==> src/rtl/cn_pkg.sv <==
package cn_pkg;

  typedef enum logic [2:0] {
    CN_EN_LO = 3'd0,
    CN_EN_HI = 3'd1,
    CN_PU_LO = 3'd2,
    CN_PU_HI = 3'd3,
    CN_STAT  = 3'd4
  } cn_reg_e;

  // pins that moved since last capture and are enabled
  function automatic logic [31:0] cn_changed(logic [31:0] cur, logic [31:0] prev,
                                            logic [31:0] en);
    return (cur ^ prev) & en;
  endfunction

  // pull-up request gated off for pads acting as outputs
  function automatic logic [31:0] cn_pull_gate(logic [31:0] pu_en, logic [31:0] is_out);
    return pu_en & ~is_out;
  endfunction

  // next state of the sticky flag: a set event beats a clear
  function automatic logic cn_flag_next(logic flag, logic set_ev, logic clr_ev);
    return set_ev | (flag & ~clr_ev);
  endfunction

endpackage

==> src/rtl/cn_sync.sv <==
module cn_sync #(
  parameter int W = 21
) (
  input  logic         clk,
  input  logic         rst_n,
  input  logic [W-1:0] d_i,
  output logic [W-1:0] q_o
);
  logic [W-1:0] meta;

  for (genvar g = 0; g < W; g++) begin : g_bit
    always_ff @(posedge clk or negedge rst_n) begin
      if (!rst_n) begin
        meta[g] <= 1'b0;
        q_o[g]  <= 1'b0;
      end else begin
        meta[g] <= d_i[g];
        q_o[g]  <= meta[g];
      end
    end
  end
endmodule

==> src/rtl/cn_regs.sv <==
module cn_regs
  import cn_pkg::*;
#(
  parameter int NUM_PINS = 21,
  parameter int DATA_W   = 16
) (
  input  logic                clk,
  input  logic                rst_n,
  input  logic                bus_sel,
  input  logic                bus_wr,
  input  logic [2:0]          bus_addr,
  input  logic [DATA_W-1:0]   bus_wdata,
  output logic [DATA_W-1:0]   bus_rdata,
  input  logic                flag_i,
  output logic [NUM_PINS-1:0] en_o,
  output logic [NUM_PINS-1:0] pu_en_o,
  output logic                clr_o
);
  localparam int LO_W = DATA_W;
  localparam int HI_W = NUM_PINS - LO_W;

  logic wr_en;
  assign wr_en = bus_sel & bus_wr;

  always_ff @(posedge clk or negedge rst_n) begin
    if (!rst_n) begin
      en_o    <= '0;
      pu_en_o <= '0;
    end else if (wr_en) begin
      case (bus_addr)
        CN_EN_LO: en_o[LO_W-1:0]           <= bus_wdata;
        CN_EN_HI: en_o[NUM_PINS-1:LO_W]    <= bus_wdata[HI_W-1:0];
        CN_PU_LO: pu_en_o[LO_W-1:0]        <= bus_wdata;
        CN_PU_HI: pu_en_o[NUM_PINS-1:LO_W] <= bus_wdata[HI_W-1:0];
        default: ;
      endcase
    end
  end

  assign clr_o = wr_en && (bus_addr == CN_STAT) && bus_wdata[0];

  always_comb begin
    bus_rdata = '0;
    case (bus_addr)
      CN_EN_LO: bus_rdata = en_o[LO_W-1:0];
      CN_EN_HI: bus_rdata[HI_W-1:0] = en_o[NUM_PINS-1:LO_W];
      CN_PU_LO: bus_rdata = pu_en_o[LO_W-1:0];
      CN_PU_HI: bus_rdata[HI_W-1:0] = pu_en_o[NUM_PINS-1:LO_W];
      CN_STAT:  bus_rdata[0] = flag_i;
      default:  bus_rdata = '0;
    endcase
  end
endmodule

==> src/rtl/cn_detect.sv <==
module cn_detect
  import cn_pkg::*;
#(
  parameter int NUM_PINS = 21
) (
  input  logic                clk,
  input  logic                rst_n,
  input  logic [NUM_PINS-1:0] pin_raw,
  input  logic [NUM_PINS-1:0] pin_sync,
  input  logic [NUM_PINS-1:0] en,
  input  logic                sleep_mode,
  input  logic                clr,
  output logic                chg_any,
  output logic                wake_set,
  output logic                wake_o,
  output logic                flag_o
);
  logic [NUM_PINS-1:0] prev;
  logic [NUM_PINS-1:0] chg_vec;
  logic [NUM_PINS-1:0] async_vec;

  // captured value tracks all pins; frozen while asleep
  always_ff @(posedge clk or negedge rst_n) begin
    if (!rst_n)           prev <= '0;
    else if (!sleep_mode) prev <= pin_sync;
  end

  assign chg_vec   = NUM_PINS'(cn_changed(32'(pin_sync), 32'(prev), 32'(en)));
  assign chg_any   = |chg_vec;
  assign async_vec = NUM_PINS'(cn_changed(32'(pin_raw), 32'(prev), 32'(en)));
  assign wake_o    = sleep_mode & (|async_vec);
  assign wake_set  = wake_o;

  always_ff @(posedge clk or negedge rst_n) begin
    if (!rst_n) flag_o <= 1'b0;
    else        flag_o <= cn_flag_next(flag_o, chg_any | wake_set, clr);
  end
endmodule

==> src/rtl/chg_notify.sv <==
module chg_notify
  import cn_pkg::*;
#(
  parameter int NUM_PINS = 21,
  parameter int DATA_W   = 16
) (
  input  logic                clk,
  input  logic                rst_n,
  input  logic [NUM_PINS-1:0] pin_i,
  input  logic [NUM_PINS-1:0] pin_is_out,
  input  logic                sleep_mode,
  input  logic                bus_sel,
  input  logic                bus_wr,
  input  logic [2:0]          bus_addr,
  input  logic [DATA_W-1:0]   bus_wdata,
  output logic [DATA_W-1:0]   bus_rdata,
  output logic [NUM_PINS-1:0] pu_o,
  output logic                irq_o,
  output logic                wake_o
);
  logic [NUM_PINS-1:0] pin_sync;
  logic [NUM_PINS-1:0] en;
  logic [NUM_PINS-1:0] pu_en;
  logic                clr;
  logic                chg_any;
  logic                wake_set;
  logic                flag;

  cn_sync #(.W(NUM_PINS)) u_sync (
    .clk(clk), .rst_n(rst_n), .d_i(pin_i), .q_o(pin_sync)
  );

  cn_regs #(.NUM_PINS(NUM_PINS), .DATA_W(DATA_W)) u_regs (
    .clk(clk), .rst_n(rst_n), .bus_sel(bus_sel), .bus_wr(bus_wr),
    .bus_addr(bus_addr), .bus_wdata(bus_wdata), .bus_rdata(bus_rdata),
    .flag_i(flag), .en_o(en), .pu_en_o(pu_en), .clr_o(clr)
  );

  cn_detect #(.NUM_PINS(NUM_PINS)) u_det (
    .clk(clk), .rst_n(rst_n), .pin_raw(pin_i), .pin_sync(pin_sync), .en(en),
    .sleep_mode(sleep_mode), .clr(clr), .chg_any(chg_any), .wake_set(wake_set),
    .wake_o(wake_o), .flag_o(flag)
  );

  assign pu_o  = NUM_PINS'(cn_pull_gate(32'(pu_en), 32'(pin_is_out)));
  assign irq_o = flag;
endmodule

==> config.mk <==
export PLATFORM = sky130hd
export DESIGN_NAME = chg_notify
export DESIGN_NICKNAME = d
export VERILOG_FILES = /design/src/rtl/cn_pkg.sv /design/src/rtl/cn_sync.sv /design/src/rtl/cn_regs.sv /design/src/rtl/cn_detect.sv /design/src/rtl/chg_notify.sv
export SDC_FILE = /design/constraint.sdc
export NUM_CORES = 1
export LEC_CHECK = 0
export CAP_MARGIN = 20
export CORE_MARGIN = 5
export CORE_UTILIZATION = 45
export DETAILED_ROUTE_END_ITERATION = 16
export DONT_BUFFER_PORTS = 1
export PLACE_DENSITY_LB_ADDON = 0.25
export RECOVER_POWER = 50
export SYNTH_ARGS = -nofsm -noshare
export SYNTH_HDL_FRONTEND = slang
export SYNTH_SLANG_ARGS = --single-unit
export TNS_END_PERCENT = 1
==> constraint.sdc <==
create_clock -name clk -period 2.5 [get_ports clk]
set_input_delay 0.125 -clock clk [delete_from_list [all_inputs] [get_ports clk]]
set_output_delay 0.125 -clock clk [all_outputs]
set_load 0.01 [all_outputs]
* Yosys cells after proc, flatten, opt, wreduce, memory -nomap -nowiden *
Cells that the tools add are included.

operators by class
  reduce and logical (&&, ||, !) cells = 9
  equal/unequal tests = 4
  bitwise operators = 12
  muxes and demuxes = 3

operator list
  operator                                        number
  AND 21 bit                                      3
  OR reduction 21 bit                             2
  bitwise XOR 21 bit                              2
  case mux 11 bit (2 select lines)                1
  inverter 21 bit                                 1
  case mux 4 bit (4 select lines)                 1
  AND reduction 2 bit                             4
  == test 3 x 2 -> 1 bit (second input constant)  2
  case mux 1 bit (5 select lines)                 1
  AND 1 bit                                       3
  == test 3 x 1 -> 1 bit (second input constant)  1
  == test 3 bit (second input constant)           1
  logical NOT 3 bit                               1
  logical AND 1 bit                               2
  bitwise OR 1 bit                                2
  inverter 1 bit                                  1

word-level totals
  register bits = 106
  output and inout port bits = 39
  logic and storage cells = 76

* Depth between registers and ports, before layout *
  word-level depth = 6
  depth in mapped cells = 5

* By module *
From an unflattened synthesis, not the netlist that was laid out.

unflattened totals
  cell total of the unflattened synthesis = 319
  area, all modules = 4,733.3 um^2

by module, submodules not included
  module      cells each  instances  area an instance (um^2)
  cn_regs     138         1          2,003.2
  cn_detect   118         1          1,390.1
  cn_sync     42          1          1,051.0
  chg_notify  21          1          289.0

* Least setup slack after synthesis *
No wires, ideal clock.

  kind = register to register
  from = register u_det.prev[19]
  to = register u_det.flag_o
  path buffers = 0
  slack = 574 ps
  required time = 2,361 ps
  clock period less this slack = 1,926 ps
  stages on the path, launching flop included = 6
  setup time = 139 ps
  data arrival time = 1,788 ps
  path through = dfrtp_1 -> xor2_1 -> a222oi_1 -> nand3_1 -> o31a_1 -> or4_1

between the ends
  word-level cells in the longest chain between the ends = 6

ends and longest elaborated chain
  element                 RTL line          RTL
  start, declared         cn_detect.sv:18   logic [NUM_PINS-1:0] prev;
  start signal, assigned  cn_detect.sv:25   else if (!sleep_mode) prev <= pin_sync;
  bitwise XOR 21 bit      cn_pkg.sv:14      return (cur ^ prev) & en;
  AND 21 bit              cn_pkg.sv:14
  OR reduction 21 bit     cn_detect.sv:31   assign wake_o = sleep_mode & (|async_vec);
  AND 1 bit               cn_detect.sv:31
  via wake_o              chg_notify.sv:19  output logic wake_o
  bitwise OR 1 bit        cn_detect.sv:36   else flag_o <= cn_flag_next(flag_o, chg_any | wake_set, clr);
  bitwise OR 1 bit        cn_pkg.sv:24      return set_ev | (flag & ~clr_ev);
  end signal, assigned    cn_detect.sv:36
  end, declared           cn_detect.sv:16   output logic flag_o

The timed path passes the listed nets, and every way through them passes these cells.
A chain may end at the register's enable or synchronous reset.

* Worst setup path after layout *
Ends and elaborated chain as after synthesis.

==> flow_summary.toml <==
[power_and_ir_drop]
power_per_cell_area_nw_per_um2 = 731
power.share.sequential_pct = 57.1
power.internal_mw = 2.72
power_frac_comb_pct = 16.4
p_leak_nw = 2.22
switching_share_pct = 28.6
p_clk_share_pct = 26.5
switching_power_mw = 1.09
vdd.ir_drop.worst_mv = 0.371

[timing]
setup_viol = 0
timing.setup.tns_ns = 0
maxSlewViolCount = 0
timing.slew.headroom_pct = 29.8
worst-slew-pin-transition_ns = 1.05
timing.final.crit_period_ns = 2.12
maxClockFrequency_mhz = 473
finalHoldViolCount = 106
final_min_period_over_clock_period_pct = 84.6
rsz_0062_raised_after_global_routing = "false"
finalWorstSetupSlack_ns = 0.384
holdWs_ns = -0.563
finClkSkew_ns = 0.0104

[setup_path]
critPathRequiredTime_ns = 2.74
worstPathCellList = "xor2_1 > a222oi_1 > nand3_1 > o31a_1 > or4_1"
cp_data_arrival_time_ns = 2.35
worst_path_max_delay_cell = "or4_1"
critical_path.max_fanout = 3
cp_slowest_stage_delay_ns = 0.53
timing.setup.critical_path_class = "register to register"
setup.worst_path.end_class = "register"
timing.critical_path.buf_inv = 0
worstSetupStartpointType = "register"
critPathTopFamily = "compound AO/OA/AOI/OAI gates"

[cts]
numCtsBuffers = 9
clock_path_buffers = 2
clock_sinks = 106
h-tree-depth = 3
number_of_hold_repair_buffers_added_at_the_cts_stage = 38
clk_pin_slew_ns = 0.11
clockRootBuffer = "clkbuf_8"
clock_latency_ns = 0.37
tritoncts = "yes"

[floorplanning]
die_w_um = 110
core_area_um2 = 9730
placement_rows = 36
die_y_um = 110
fp.dieArea_um2 = 12000
initial_utilization_pct = 46.0
ioPinCount = 105

[drt]
wl_per_cell_um = 20.3
finalWirelength_mm = 10.1
drtIter0Drc = 106
via_count = 2671
route.detailed.drc = 0
vias_per_cell = 5.36
final_antenna_net_count = 0
drt_first_pass_iters = 4

[synthesis]
syn_avg_cell_area_um2 = 14.1
synth-seq-cells = 106
seq_area_frac_synth_pct = 59.3
mappedNetlistNets = 383
synth_cell_types = 24
ys.warnings.count = 0
syn_inst = 317
synthesis.area_um2 = 4470

[grt]
grt_pass1_vias = 2980
globalRouteTotalUtil_pct = 18.2
antenna_violations_before_repair = 0
global_route.overflow_total = 0
grt_pass1_wl_mm = 16.2
grt_start_max_net_pins = 107

[status]
violated_checks = "negative hold slack"
status = "finished with violations"

[layout]
areaGrowthSynthToFinish_pct = 16.3
antenna_cells_inserted = 0
finalNetCount = 426
post_route_cells_drive_above_1_share_pct = 24.4

[placed_design]
gp_congestion = 0.804
placement.io_buffers = 0
post-dp-hpwl_mm = 7.05
dpl_worst_slack_ns = 0.417

[job]
max_cap_viols = 0

[min_path]
hold_path.class = "input pin to asynchronous set/reset pin"
[power groups by stage]
stage | clock (mW) | combinational [mW] | sequential (mW)
after floorplan | 0 | 0.498 | 2.11
after global placement | 0 | 0.561 | 2.19
after detailed placement | 0 | 0.568 | 2.21
after CTS | 1.04 | 0.635 | 2.17
after global routing | 1.10 | 0.692 | 2.21
final | 1.01 | 0.626 | 2.17
[metrics by stage]
step                      utilization [%]  cell area, um^2  power (mW)  instances
after floorplan                         -             4470        2.60        317
after global placement               47.6             4640        2.75        444
after detailed placement             47.6             4640        2.77        444
after CTS                            53.5             5200        3.85        498
after global routing                 53.5             5200        4.01        498
final                                53.5             5200        3.81        498
[final timing paths]
| kind | start | endpoint | slack (ns) | cells after the start |
|---|---|---|---|---|
| min in group clk | bus_addr[2] | u_regs.en_o[4] | 0.04 | 2 |
| worst max register to register | u_det.prev[19] | u_det.flag_o | 0.38 | 5 |
| worst max-delay path | u_det.prev[19] | u_det.flag_o | 0.38 | 5 |
| max in group asynchronous | rst_n | u_regs.en_o[8] | 2.88 | 0 |
| worst min register to register | u_sync.meta[19] | u_sync.q_o[19] | 0.36 | 0 |
| worst min-delay path | rst_n | u_sync.q_o[6] | -0.56 | 0 |
[registers in the layout, summed over array words and instances (netlist names)]
signal / count
u_det.prev: 21
u_regs.en_o: 21
u_regs.pu_en_o: 21
u_sync.meta: 21
u_sync.q_o: 21
u_det.flag_o: 1
[synthesized netlist by cell type]
cell type	instances	area, um^2
a222oi_1	3	30.0
a22oi_1	18	135
a31oi_1	1	6.26
and2_1	4	25.0
buf_1	3	11.3
buf_2	2	10.0
clkbuf_1	4	15.0
dfrtp_1	106	2650
inv_1	1	3.75
mux2_2	64	721
mux2i_1	11	110
mux4_2	4	90.1
nand2_1	4	15.0
nand3_1	5	25.0
nand3b_1	1	7.51
nand4_1	2	12.5
nor2_1	15	56.3
nor2b_1	21	131
nor4_2	1	12.5
o22ai_1	1	6.26
o31a_1	1	8.76
or2_2	1	6.26
or4_1	2	15.0
xor2_1	42	368
[kinds of logic (layout without fill, tap and decap cells)]
logic type | after synthesis | in the layout | share of synthesized area [%]
compound gates | 24 | 24 | 4.17
xor+xnor | 42 | 42 | 8.22
simple gates | 56 | 56 | 6.85
flops | 106 | 106 | 59.3
mux | 79 | 79 | 20.6
buf+inv | 10 | 58 | 0.895
[layer usage]
layer / up-vias / global-route usage, % / part of all wire [%]
met5: - / 0 / 0
met4: 0 / 5.43 / 1.2
met2: 90 / 27.1 / 46
met1: 1357 / 26.1 / 45
met3: 9 / 5.23 / 8.0
li1: 1215 / - / -
[cells in the final DEF (no fill, tap or decap)]
master	n
o31a_1	1
nand2_1	4
nand3_1	5
a222oi_1	3
buf_4	3
dlygate4sd3_1	38
xor2_1	42
dfrtp_1	106
inv_6	2
mux2i_1	11
mux2_2	64
nor2_1	15
o22ai_1	1
clkinvlp_4	3
a31oi_1	1
mux4_2	4
or2_2	1
nand3b_1	1
or4_1	2
clkbuf_8	10
inv_1	1
clkinv_4	1
nor4_4	1
a22oi_1	18
and2_1	4
nor2b_1	21
nand4_1	2
[final cells by class]
class,count,area (um^2)
Clock buffer,10,138
Clock inverter,6,48.8
Fill cell,865,4530
Inverter,1,3.75
Multi-Input combinational cell,201,1790
Sequential cell,106,2650
Tap cell,133,166
Timing Repair Buffer,41,403
[what timing repair did]
action | CTS | global route
setup buffers | 0 | 0
resized for setup | 0 | 0
hold endpoints to repair | 190 | 106
endpoints found under the setup margin | 0 | 0
No activity file was read; power rests on OpenSTA's default activity.
